### config.mk
export PLATFORM = sky130hd
export DESIGN_NAME = prbs_lock_pair
export DESIGN_NICKNAME = d
export VERILOG_FILES = /design/src/rtl/prbs_pkg.sv /design/src/rtl/prbs_step.sv /design/src/rtl/prbs_gen.sv /design/src/rtl/prbs_lock_fsm.sv /design/src/rtl/prbs_checker.sv /design/src/rtl/prbs_lock_pair.sv
export SDC_FILE = /design/constraint.sdc
export NUM_CORES = 1
export LEC_CHECK = 0
export ABC_AREA = 1
export CAP_MARGIN = 25
export CORE_MARGIN = 8
export CORE_UTILIZATION = 48
export CTS_BUF_LIST = sky130_fd_sc_hd__clkbuf_16
export DETAILED_ROUTE_END_ITERATION = 12
export HOLD_SLACK_MARGIN = 0.02
export PLACE_DENSITY = 0.89
export SLEW_MARGIN = 20
export SYNTH_ARGS = -nofsm -noshare
export SYNTH_HDL_FRONTEND = slang
export SYNTH_SLANG_ARGS = --single-unit
export TNS_END_PERCENT = 100
### constraint.sdc
create_clock -name clk -period 2.21 [get_ports clk]
set_clock_uncertainty 0.15 [all_clocks]
set_input_delay 0.221 -clock clk [delete_from_list [all_inputs] [get_ports clk]]
set_output_delay 0.221 -clock clk [all_outputs]
set_load 0.05 [all_outputs]
### src/rtl/prbs_pkg.sv
package prbs_pkg;
  typedef enum logic [1:0] {
    ST_SEED = 2'd0,
    ST_HUNT = 2'd1,
    ST_LOCK = 2'd2
  } chk_state_t;
endpackage

### src/rtl/prbs_step.sv
module prbs_step #(
  parameter int LEN    = 17,
  parameter int TAP_HI = 16,
  parameter int TAP_LO = 13
) (
  input  logic [LEN-1:0] cur,
  output logic [LEN-1:0] nxt
);
  assign nxt[0] = cur[TAP_HI] ^ cur[TAP_LO];

  for (genvar i = 1; i < LEN; i++) begin : g_shift
    assign nxt[i] = cur[i-1];
  end
endmodule

### src/rtl/prbs_gen.sv
module prbs_gen #(
  parameter int LEN    = 17,
  parameter int TAP_HI = 16,
  parameter int TAP_LO = 13,
  parameter logic [LEN-1:0] SEED = 1
) (
  input  logic           clk,
  input  logic           rst,
  input  logic           ready,
  output logic           valid,
  output logic [LEN-1:0] data
);
  logic [LEN-1:0] state_q;
  logic [LEN-1:0] state_nxt;
  logic           vld_q;

  prbs_step #(.LEN(LEN), .TAP_HI(TAP_HI), .TAP_LO(TAP_LO)) u_step (
    .cur (state_q),
    .nxt (state_nxt)
  );

  always_ff @(posedge clk) begin
    if (rst) begin
      state_q <= SEED;
      vld_q   <= 1'b0;
    end else begin
      vld_q <= 1'b1;
      if (vld_q && ready) state_q <= state_nxt;
    end
  end

  assign valid = vld_q;
  assign data  = state_q;
endmodule

### src/rtl/prbs_lock_fsm.sv
module prbs_lock_fsm
  import prbs_pkg::*;
#(
  parameter int SEED_LEN = 17,
  parameter int CNT_W    = 8
) (
  input  logic             clk,
  input  logic             rst,
  input  logic             link_up,
  input  logic             acc,
  input  logic             match,
  input  logic             lfsr_zero,
  input  logic [CNT_W-1:0] lock_run,
  input  logic [CNT_W-1:0] unlock_run,
  output chk_state_t       st
);
  localparam int SEED_W = $clog2(SEED_LEN);
  localparam logic [SEED_W-1:0] SEED_LAST = SEED_W'(SEED_LEN - 1);
  localparam logic [SEED_W-1:0] SEED_ONE  = SEED_W'(1);
  localparam logic [CNT_W:0]    CNT_ONE   = (CNT_W+1)'(1);

  chk_state_t        st_q;
  logic [SEED_W-1:0] seed_cnt;
  logic [CNT_W-1:0]  good_cnt;
  logic [CNT_W-1:0]  bad_cnt;
  logic [CNT_W:0]    good_inc;
  logic [CNT_W:0]    bad_inc;
  logic              good_done;
  logic              bad_done;

  always_comb begin
    good_inc  = {1'b0, good_cnt} + CNT_ONE;
    bad_inc   = {1'b0, bad_cnt} + CNT_ONE;
    good_done = good_inc >= {1'b0, lock_run};
    bad_done  = bad_inc >= {1'b0, unlock_run};
  end

  always_ff @(posedge clk) begin
    if (rst || !link_up) begin
      st_q     <= ST_SEED;
      seed_cnt <= '0;
      good_cnt <= '0;
      bad_cnt  <= '0;
    end else begin
      case (st_q)
        ST_SEED: begin
          if (acc) begin
            if (seed_cnt == SEED_LAST) begin
              st_q     <= ST_HUNT;
              seed_cnt <= '0;
              good_cnt <= '0;
            end else begin
              seed_cnt <= seed_cnt + SEED_ONE;
            end
          end
        end
        ST_HUNT: begin
          if (lfsr_zero) begin
            st_q     <= ST_SEED;
            good_cnt <= '0;
          end else if (acc) begin
            if (!match) begin
              good_cnt <= '0;
            end else if (good_done) begin
              st_q     <= ST_LOCK;
              good_cnt <= '0;
              bad_cnt  <= '0;
            end else begin
              good_cnt <= good_inc[CNT_W-1:0];
            end
          end
        end
        ST_LOCK: begin
          if (lfsr_zero) begin
            st_q    <= ST_SEED;
            bad_cnt <= '0;
          end else if (acc) begin
            if (match) begin
              bad_cnt <= '0;
            end else if (bad_done) begin
              st_q     <= ST_HUNT;
              good_cnt <= '0;
              bad_cnt  <= '0;
            end else begin
              bad_cnt <= bad_inc[CNT_W-1:0];
            end
          end
        end
        default: st_q <= ST_SEED;
      endcase
    end
  end

  assign st = st_q;
endmodule

### src/rtl/prbs_checker.sv
module prbs_checker
  import prbs_pkg::*;
#(
  parameter int LEN    = 17,
  parameter int TAP_HI = 16,
  parameter int TAP_LO = 13,
  parameter int CNT_W  = 8,
  parameter logic [LEN-1:0] SEED = 1
) (
  input  logic             clk,
  input  logic             rst,
  input  logic             link_up,
  input  logic             rx_valid,
  input  logic [LEN-1:0]   rx_data,
  input  logic [CNT_W-1:0] lock_run,
  input  logic [CNT_W-1:0] unlock_run,
  output logic             locked,
  output logic             err_pulse,
  output logic [LEN-1:0]   err_mask
);
  logic [LEN-1:0] lfsr_q;
  logic [LEN-1:0] pred;
  logic           acc;
  logic           match;
  logic           lfsr_zero;
  logic           err_take;
  chk_state_t     st;

  prbs_step #(.LEN(LEN), .TAP_HI(TAP_HI), .TAP_LO(TAP_LO)) u_step (
    .cur (lfsr_q),
    .nxt (pred)
  );

  prbs_lock_fsm #(.SEED_LEN(LEN), .CNT_W(CNT_W)) u_fsm (
    .clk        (clk),
    .rst        (rst),
    .link_up    (link_up),
    .acc        (acc),
    .match      (match),
    .lfsr_zero  (lfsr_zero),
    .lock_run   (lock_run),
    .unlock_run (unlock_run),
    .st         (st)
  );

  always_comb begin
    acc       = rx_valid && link_up;
    match     = (rx_data == pred);
    lfsr_zero = (lfsr_q == '0);
    err_take  = acc && (st == ST_LOCK) && !lfsr_zero && !match;
  end

  always_ff @(posedge clk) begin
    if (rst) begin
      lfsr_q <= SEED;
    end else if (acc) begin
      if (st == ST_SEED)  lfsr_q <= {lfsr_q[LEN-2:0], rx_data[0]};
      else if (!lfsr_zero) lfsr_q <= pred;
    end
  end

  always_ff @(posedge clk) begin
    if (rst) begin
      err_pulse <= 1'b0;
      err_mask  <= '0;
    end else begin
      err_pulse <= err_take;
      err_mask  <= err_take ? (rx_data ^ pred) : '0;
    end
  end

  assign locked = (st == ST_LOCK);
endmodule

### src/rtl/prbs_lock_pair.sv
module prbs_lock_pair #(
  parameter int LFSR_LEN = 17,
  parameter int TAP_HI   = 16,
  parameter int TAP_LO   = 13,
  parameter int CNT_W    = 8,
  parameter logic [LFSR_LEN-1:0] GEN_SEED = 1,
  parameter logic [LFSR_LEN-1:0] CHK_SEED = 1
) (
  input  logic                clk,
  input  logic                rst,
  output logic                gen_valid,
  input  logic                gen_ready,
  output logic [LFSR_LEN-1:0] gen_data,
  input  logic                rx_valid,
  output logic                rx_ready,
  input  logic [LFSR_LEN-1:0] rx_data,
  input  logic                link_up,
  input  logic [CNT_W-1:0]    lock_run,
  input  logic [CNT_W-1:0]    unlock_run,
  output logic                locked,
  output logic                err_pulse,
  output logic [LFSR_LEN-1:0] err_mask
);
  prbs_gen #(
    .LEN(LFSR_LEN), .TAP_HI(TAP_HI), .TAP_LO(TAP_LO), .SEED(GEN_SEED)
  ) u_gen (
    .clk   (clk),
    .rst   (rst),
    .ready (gen_ready),
    .valid (gen_valid),
    .data  (gen_data)
  );

  prbs_checker #(
    .LEN(LFSR_LEN), .TAP_HI(TAP_HI), .TAP_LO(TAP_LO), .CNT_W(CNT_W), .SEED(CHK_SEED)
  ) u_chk (
    .clk        (clk),
    .rst        (rst),
    .link_up    (link_up),
    .rx_valid   (rx_valid),
    .rx_data    (rx_data),
    .lock_run   (lock_run),
    .unlock_run (unlock_run),
    .locked     (locked),
    .err_pulse  (err_pulse),
    .err_mask   (err_mask)
  );

  assign rx_ready = link_up;
endmodule

* After elaboration in Yosys (flattened, before gate mapping)
Cells that the tools add are included.
Storage, ports and cells: register bits after elaboration 76, logic and storage cells 93, input bits 38, output and inout port bits 38
Operators by class: muxes and demuxes 35, reduce and logical (&&, ||, !) cells 19, equal/unequal tests 21, $add $sub $neg 3, bitwise operators 4, order comparisons 2
Operators by type and width (count):
- 8-bit 2-to-1 mux | 18
- 17-bit 2-to-1 mux | 2
- 8-bit case mux with 3 select lines | 1
- 2-bit 2-to-1 mux | 10
- 8-bit by 1-bit adder with 9-bit output, second input constant | 2
- 9-bit by 8-bit greater-or-equal comparator with 1-bit output | 2
- 17-bit == test | 1
- 17-bit logical NOT | 1
- 17-bit XOR | 1
- 8-bit case mux with 2 select lines | 1
- 8-bit AND reduction | 2
- 2-bit != test, second input constant | 7
- 3-bit by 1-bit != test with 1-bit output, second input constant | 3
- 3-bit by 2-bit != test with 1-bit output, second input constant | 3
- 2-bit by 1-bit != test with 1-bit output, second input constant | 4
- 2-bit case mux with 3 select lines | 1
- 6-bit AND reduction | 1
- 5-bit by 1-bit adder with 5-bit output, second input constant | 1
- 5-bit == test, second input constant | 1
- 1-bit logical AND | 5
- 5-bit 2-to-1 mux | 1
- 2-bit AND reduction | 2
- 1-bit logical NOT | 3
- 3-bit nonzero test | 1
- 9 further kinds | 10

* Logic depth before layout (Yosys ltp)
Gate-level depths: netlist (run 1).
depth in word-level cells 7, mapped depth 20, gate-level depth less buffers 20

* Cells and area by module
From an unflattened synthesis (run 1), not the netlist that was laid out.
Second synthesis, totals: cells, all modules 705, area, all modules 4657.0 um^2
By module, submodules not included:
- prbs_lock_fsm | cells each 288, seq. area each 460.4 um^2, times used 1, area each 1835.5 um^2
- prbs_checker | cells each 267, seq. area each 700.7 um^2, times used 1, area each 1816.7 um^2
- prbs_gen | cells each 107, seq. area each 360.3 um^2, times used 1, area each 719.4 um^2
- prbs_step | cells each 21, seq. area each 0.0 um^2, times used 2, area each 138.9 um^2
- prbs_lock_pair | cells each 1, seq. area each 0.0 um^2, times used 1, area each 7.5 um^2

* Worst setup path before layout (run 1)
Ideal clock, no wire load.
path kind reg-to-reg, from register u_chk.u_fsm.bad_cnt[0], to register u_chk.u_fsm.good_cnt[5], path buffers 0, period minus slack after synthesis 2352 ps, setup time 113 ps, arrival time 2089 ps, data required time 1947 ps, cell stages (with the launch flop) 19, setup slack -142 ps, cells stage by stage dfxtp_1 > ha_1 > nand3_1 > nor2_1 > xor2_1 > inv_1 > ha_1 > nand2_1 > inv_1 > nand2_1 > nand2_1 > nand2_1 > nand2_1 > nand3_1 > nand2_2 > nand2_2 > nand2_1 > nand2_1 > nor2_1
On the way: longest elaborated chain between the ends 4
RTL lines:
- from (decl) | RTL line prbs_lock_fsm.sv:25 | logic [CNT_W-1:0] bad_cnt;
- from (signal assigned) | RTL line prbs_lock_fsm.sv:85 | bad_cnt <= bad_inc[CNT_W-1:0];
- 8-bit by 1-bit adder with 9-bit output | RTL line prbs_lock_fsm.sv:33 | bad_inc = {1'b0, bad_cnt} + CNT_ONE;
- 9-bit by 8-bit greater-or-equal comparator with 1-bit output | RTL line prbs_lock_fsm.sv:35 | bad_done = bad_inc >= {1'b0, unlock_run};
- 2-bit by 1-bit != test with 1-bit output (no source line)
- 8-bit AND reduction (no source line)
- to (signal assigned) | RTL line prbs_lock_fsm.sv:69 | good_cnt <= good_inc[CNT_W-1:0];
- to (decl) | RTL line prbs_lock_fsm.sv:24 | logic [CNT_W-1:0] good_cnt;
Every way passes these cells. A chain may end at the register's enable or synchronous reset.

* Final worst setup path (run 1)
from register u_chk.u_fsm.bad_cnt[0], to register u_chk.u_fsm.st_q[1] (netlist: u_chk.u_fsm.st[1])
On the way: longest elaborated chain between the ends 4
RTL lines:
- 8-bit by 1-bit adder with 9-bit output | RTL line prbs_lock_fsm.sv:33
- 9-bit by 8-bit greater-or-equal comparator with 1-bit output | RTL line prbs_lock_fsm.sv:35
- 3-bit by 1-bit != test with 1-bit output (no source line)
- 8-bit AND reduction (no source line)
- to (signal assigned) | RTL line prbs_lock_fsm.sv:40 | st_q <= ST_SEED;
- to (signal assigned) | RTL line prbs_lock_fsm.sv:49 | st_q <= ST_HUNT;
- to (signal assigned) | RTL line prbs_lock_fsm.sv:59 | st_q <= ST_SEED;
- to (decl) | RTL line prbs_lock_fsm.sv:22 | chk_state_t st_q;
Every way passes these cells.

==> results of run 1 <==
## metal layers
| metal | share of wire [%] | wire (um) | up-vias | track usage (%) |
|---|---|---|---|---|
| met1 | 39 | 4520 | 1883 | 20.4 |
| li1 | - | - | 2009 | - |
| met5 | 0 | 0 | - | 0 |
| met4 | 3.6 | 413 | 0 | 11.1 |
| met2 | 50 | 5780 | 149 | 34.8 |
| met3 | 6.6 | 754 | 40 | 4.96 |
## logic make-up (layout without fill, tap and decap cells)
| family | count (synthesis) | in the layout | synth area share [%] |
|---|---|---|---|
| compound gates | 68 | 68 | 8.42 |
| xor+xnor | 33 | 33 | 7.13 |
| fa+ha+maj | 24 | 24 | 7.22 |
| buf+inv | 98 | 195 | 10.7 |
| flops | 76 | 76 | 36.6 |
| simple gates | 290 | 292 | 30.0 |
## registers in the layout, summed over array words and instances (netlist names)
name / flops
u_chk.u_fsm.seed_cnt: 5
u_chk.err_mask: 17
u_chk.err_pulse: 1
u_chk.lfsr_q: 17
u_gen.data: 17
u_gen.valid: 1
u_chk.u_fsm.good_cnt: 8
u_chk.u_fsm.bad_cnt: 8
u_chk.u_fsm.st: 2
## layout make-up
type / instances / area [um^2]
Fill cell: 671 / 2830
Clock inverter: 7 / 87.6
Multi-Input combinational cell: 417 / 2460
Timing Repair Buffer: 109 / 1010
Inverter: 70 / 263
Tap cell: 108 / 135
Clock buffer: 9 / 225
Sequential cell: 76 / 1540
## final timing paths
kind / end / depth (start not counted)
worst max-delay path: u_chk.u_fsm.st[1]$_SDFFE_PP0P_ / 19
worst min-delay path: u_chk.lfsr_q[5]$_SDFFE_PP0P_ / 2
worst max register to register: u_chk.u_fsm.st[1]$_SDFFE_PP0P_ / 19
worst min register to register: u_chk.lfsr_q[5]$_SDFFE_PP0P_ / 2
## through the flow
step / area (um^2) / hold slack, ns / setup slack [ns] / setup TNS [ns] / total power (W)
6_report: 5720 / 0.354 / -0.264 / -4.09 / 0.00354
5_1_grt: 5720 / 0.376 / -0.439 / -7.14 / 0.00366
4_1_cts: 5590 / 0.351 / -0.198 / -3.07 / 0.00355
3_5_place_dp: 5050 / 0.340 / -0.321 / -4.29 / 0.00201
3_3_place_gp: 5050 / 0.326 / -0.198 / -2.36 / 0.00199
2_1_floorplan: 4190 / 0.167 / -0.0304 / -0.116 / 0.00184
## synth_stat cells
cell type,number
nor3_2,1
nand2_2,9
o21ai_0,37
or2_2,1
nand2_1,95
a21oi_2,2
buf_2,4
buf_4,19
nand3b_1,2
nand4_1,5
and2_1,2
inv_2,5
nand3_1,26
nand3_2,4
nor2_4,3
o21ai_1,1
xnor2_1,12
xnor2_2,1
clkbuf_1,5
nor2_2,1
a21oi_1,26
inv_1,65
nand2_4,2
ha_1,24
nor3b_1,1
a31oi_1,2
dfxtp_1,76
nor3_1,1
nor2_1,137
xor2_1,20
## worst max-delay path, delay by kind of cell (launching register included)
family	cells	cell delay, ns
and+or+nand+nor	13	0.95
adders and majority gates	2	0.44
DFF	1	0.36
buffers and inverters	3	0.27
xor gates and xnor gates	1	0.19
## power by group through the flow
| stage | Clock (W) | Sequential (W) | Combinational [W] |
|---|---|---|---|
| finish | 0.00155 | 0.00148 | 0.000511 |
| global route | 0.00161 | 0.00149 | 0.000562 |
| CTS | 0.00156 | 0.00148 | 0.000508 |
| detailed placement | 0 | 0.00151 | 0.000493 |
| global placement | 0 | 0.00151 | 0.000480 |
| floorplan | 0 | 0.00150 | 0.000340 |
## timing repair
action | in CTS | in global routing
hold buffers | 0 | 0
buffers inserted | 7 | 5
resized for setup | 36 | 28
gates cloned | 2 | 0
endpoints found under the setup margin | 18 | 20
pin swaps | 11 | 17
==> impl_metrics.py, run 1 <==
metrics = {
    "status": {
        "outcome": "finished, violations left",
        "violations": "setup timing",
    },
    "sta": {
        "maxSlewHeadroom_pct": 65.3,
        "tightest_slew_ns": 0.518,
        "layout_min_cycle_time_ns": 2.47,
        "fmaxAchievable_mhz": 404,
        "hold_violations": 0,
        "rsz0062_at_grt": "true",
        "finalSetupViolations": 18,
        "fin_ws_ns": -0.264,
        "fin_crit_sh_pct": 112,
        "slew_viol_final": 0,
    },
    "logic_synthesis": {
        "seq_area_frac_synth_pct": 36.6,
        "avgSynthCellArea_um2": 7.06,
        "synthCells": 589,
        "ys_types": 30,
        "yosys.area.top_type_share_pct": 36.6,
        "netlist_area_um2": 4160,
        "synth-seq-cells": 76,
        "ys_warn_count": 0,
        "yosys.area.top_type": "dfxtp_1",
        "synth_area_leaders": "dfxtp_1 (37%), nor2_1 (12%), nand2_1 (8.6%)",
        "synth_nets": 651,
    },
    "die": {
        "ios": 76,
        "die_w_um": 109,
        "coreArea_um2": 8550,
        "initial_core_util_pct": 48.7,
        "placementRows": 34,
        "die_h_um": 109,
        "dieArea_um2": 11900,
    },
    "setup_path": {
        "start_kind": "flop",
        "cp-startpoint": "u_chk.u_fsm.bad_cnt[0]$_SDFFE_PP0P_",
        "criticalPathCategory": "reg2reg",
        "critPathMaxStageDelay_ns": 0.36,
        "path_cells": "ha_4, nand3_4, xor2_2, ha_1, nand2_1, inv_1, nand2_1, nand3_2, nand2_2, nand2_1, nand2_1, nand2_2, buf_4, nand2_2, nand2_2, nand3_2, nand2_1, inv_1, nor2_1",
        "cp-end-kind": "flop",
        "cp_data_required_time_ns": 2.29,
        "r2r_setup_slack_ns": -0.26,
        "crit-reg2reg-launch": "u_chk.u_fsm.bad_cnt[0]$_SDFFE_PP0P_",
        "cp_data_arrival_time_ns": 2.56,
        "slowest_stage": "dfxtp_4",
        "crit_fanout": 3,
        "path_common_cell": "nand2_1",
    },
    "global_routing": {
        "antenna_found_initial": 0,
        "grt_max_degree": 34,
        "grt_overflow": 0,
        "grt_pass1_vias": 4315,
        "grt.total_usage_pct": 19.5,
        "grt_pass1_wl_mm": 18.8,
    },
    "clocking": {
        "clk_pin_slew_ns": 0.07,
        "clk_path_buf_depth": 2,
        "numCtsBuffers": 9,
        "clock-root-buffer": "clkbuf_16",
        "clkLatencyLatePin_ns": 0.34,
        "htreeDepth": 3,
        "cts_tree": "yes",
        "clock_sinks": 76,
    },
    "final_layout": {
        "syn2layout_area_growth_pct": 37.5,
        "layout_commonest_cell": "nor2_1",
        "layout_common_cells": "nor2_1 (125), nand2_1 (81), clkdlybuf4s50_1 (73)",
        "fin_util_pct": 66.9,
        "num-nets-final": 745,
        "drive_above_1_share_pct": 19.6,
        "antenna_cells": 0,
        "final_cell_count_no_fill": 796,
    },
    "pwr": {
        "switchingPower_w": 0.00101,
        "internal-power_w": 0.00253,
        "combPwrFrac_pct": 14.4,
        "p_clk_share_pct": 43.7,
        "power.density_nw_per_um2": 619,
        "max-vdd-ir-drop_mv": 0.449,
        "p_sw_share_pct": 28.5,
        "p_leak_nw": 2.57,
        "p_seq_share_pct": 41.8,
    },
    "min_path": {
        "worstHoldStart": "u_chk.lfsr_q[5]$_SDFFE_PP0P_",
        "hp-class": "reg2reg",
    },
    "placed_design": {
        "gp_congestion": 0.896,
        "portBuffers": 75,
        "place_inst": 766,
        "hpwl_mm": 7.76,
    },
    "detailed_routing": {
        "drt_iter0_drc": 214,
        "vias": 4081,
        "dr.pass1.iters": 5,
        "routedWlPerCell_um": 14.4,
        "wl_mm": 11.5,
        "route.detailed.drc": 0,
        "vias_per_cell": 5.13,
        "antenna_left": 0,
    },
    "run": {
        "maxCapViolations": 0,
    },
}
Note: power is estimated with default switching activity, not from simulation.
==> run 2, diff against run 1 <==
Settings changed: RECOVER_POWER set to 100.
Clock period 2.21 ns to 2.2 ns, I/O delays scaled along.
==> run 2 against run 1 <==
The flow still finishes with violations (setup timing). Sequential share of layout area fell by 0.44 points. Critical path type unchanged. Register-to-register slack better by 0.03 ns. Highest routed layer unchanged. Worst hold slack lost 0.0064 ns. Die area unchanged. Total power up 2.7%. Cell count is 1.5% higher. Largest cell class unchanged. Combinational power up 14%. Sequential cell count did not move. Sequential power about the same. Via count increased by 0.29%. Count of clock-buffer cells in the layout increased by 1. Global-route usage down 0.25 points.
==> impl_metrics.py, run 2 (synthesized netlist as in run 1, its figures left out) <==
metrics = {
    "status": {
        "outcome": "finished, violations left",
        "violations": "setup timing",
    },
    "sta": {
        "fin_crit_sh_pct": 111,
        "fmaxAchievable_mhz": 411,
        "layout_min_cycle_time_ns": 2.43,
        "maxSlewHeadroom_pct": 24.3,
        "hold_violations": 0,
        "tightest_slew_ns": 1.14,
        "fin_ws_ns": -0.234,
        "rsz0062_at_grt": "true",
        "fin_setup_tns_ns": -3.21,
        "slew_viol_final": 0,
        "hold_slack_ns": 0.347,
        "finalSetupViolations": 21,
    },
    "detailed_routing": {
        "wl_mm": 11.4,
        "wl_met3_um": 630,
        "drt_iter0_drc": 194,
        "routedWlPerCell_um": 14.2,
        "met1_length_mm": 4.69,
        "highest_layer": "met4",
        "vias_per_cell": 5.07,
        "dr.pass1.iters": 5,
        "wl_met2_mm": 5.75,
        "antenna_left": 0,
        "vias": 4093,
        "route.detailed.drc": 0,
    },
    "pwr": {
        "p_clk_share_pct": 43.9,
        "max-vdd-ir-drop_mv": 0.471,
        "combPwrFrac_pct": 16.0,
        "power.density_nw_per_um2": 625,
        "internal-power_w": 0.00263,
        "p_sw_share_pct": 27.7,
        "p_seq_share_pct": 40.1,
        "p_leak_nw": 2.73,
        "switchingPower_w": 0.00101,
    },
    "clocking": {
        "cts_hold_buf": 0,
        "cts_tree": "yes",
        "clkLatencyLatePin_ns": 0.34,
        "clock_sinks": 76,
        "htreeDepth": 3,
        "clock-root-buffer": "clkbuf_16",
        "numCtsBuffers": 9,
        "clk_path_buf_depth": 2,
        "clk_pin_slew_ns": 0.06,
    },
    "die": {
        "initial_core_util_pct": 48.7,
        "coreArea_um2": 8550,
        "placementRows": 34,
        "ios": 76,
        "dieArea_um2": 11900,
        "die_h_um": 109,
        "die_w_um": 109,
    },
    "setup_path": {
        "start_kind": "flop",
        "cp-end-kind": "flop",
        "critPathMaxStageDelay_ns": 0.37,
        "criticalPathCategory": "reg2reg",
        "path_common_cell": "nand2_1",
        "cp_num_buf_inv": 0,
        "cp_data_arrival_time_ns": 2.55,
        "crit_fanout": 8,
        "cp_data_required_time_ns": 2.31,
        "slowest_stage": "dfxtp_4",
        "crit_family": "simple AND/OR/NAND/NOR gates",
        "path_cells": "ha_4, nand3_4, xor2_2, ha_1, nand2_2, nor2_2, nand2_1, nand3_2, nand2_1, nand2_1, nand2_2, nand2_4, nand3_4, nand2_8, nand2_8, nand2_1, nand2_1, nor2_1",
    },
    "global_routing": {
        "grt_overflow": 0,
        "antenna_found_initial": 0,
        "grt_pass1_vias": 4155,
        "grt_pass1_wl_mm": 18.4,
        "grt.total_usage_pct": 19.3,
        "grt_max_degree": 34,
    },
    "placed_design": {
        "place_area_um2": 5210,
        "place_inst": 787,
        "portBuffers": 75,
        "gp_congestion": 0.853,
        "hpwl_mm": 8.07,
        "pre_cts_ws_ns": -0.448,
    },
    "final_layout": {
        "antenna_cells": 0,
        "syn2layout_area_growth_pct": 39.8,
        "num-nets-final": 757,
        "stdcell_area_um2": 5820,
        "layout_commonest_cell": "nor2_1",
        "drive_above_1_share_pct": 19.7,
        "layout_common_cells": "nor2_1 (127), nand2_1 (84), dfxtp_1 (69)",
        "final_cell_count_no_fill": 808,
    },
    "min_path": {
        "hp-class": "reg2reg",
    },
    "run": {
        "maxCapViolations": 0,
    },
}
[run 2: metrics by stage]
stage,power (W),util [%]
after floorplan,0.00185,-
after global routing,0.00376,68.0
after global placement,0.00204,61.0
after CTS,0.00366,66.6
final,0.00363,68.0
after detailed placement,0.00206,61.0
[run 2: what timing repair did]
item                       in CTS  in global routing
setup endpoints to repair      34                 30
pin swaps                      11                 10
cloned                          1                  1
setup buffers                   1                  2
resized for setup              33                 32
[run 2: final timing paths]
check        cells after the start                                    to                                start  slack [ns]
max                             18  u_chk.u_fsm.good_cnt[0]$_SDFFE_PP0P_  u_chk.u_fsm.bad_cnt[0]$_SDFFE_PP0P_       -0.23
max reg2reg                     18  u_chk.u_fsm.good_cnt[0]$_SDFFE_PP0P_  u_chk.u_fsm.bad_cnt[0]$_SDFFE_PP0P_       -0.23
min reg2reg                      2            u_gen.data[0]$_SDFFE_PP1P_           u_gen.data[0]$_SDFFE_PP1P_        0.35
min                              2            u_gen.data[0]$_SDFFE_PP1P_           u_gen.data[0]$_SDFFE_PP1P_        0.35
[run 2: final cells by class]
class                   instances  area (um^2)
clock inverters                 6         75.1
well taps                     108          135
fillers                       668         2730
clock buffers                  10          250
inverters                      70          263
flip-flops and latches         76         1540
multi-input cells             417         2460
repair buffers                121         1090
[run 2: worst reg2reg max path, cell delays in order (launching register included)]
cell     delay [ns]
dfxtp_4        0.37
ha_4           0.15
nand3_4        0.11
xor2_2         0.18
ha_1           0.32
nand2_2        0.07
nor2_2         0.08
nand2_1        0.06
nand3_2        0.07
nand2_1        0.06
nand2_1        0.06
nand2_2        0.06
nand2_4        0.09
nand3_4        0.12
nand2_8        0.11
nand2_8        0.08
nand2_1        0.09
nand2_1        0.05
nor2_1         0.09
[run 2: power by group through the flow]
stage / Clock [W] / Combinational, W / Sequential, W
floorplan: 0 / 0.000342 / 0.00151
global placement: 0 / 0.000549 / 0.00149
detailed placement: 0 / 0.000569 / 0.00149
CTS: 0.00162 / 0.000585 / 0.00146
global route: 0.00167 / 0.000630 / 0.00146
finish: 0.00159 / 0.000583 / 0.00146
[run 2: routing by layer]
metal / global-route usage (%) / vias to the layer above
met4: 10.4 / 0
met2: 35.0 / 122
met1: 20.6 / 1895
met5: 0 / -
met3: 3.72 / 31
li1: - / 2045
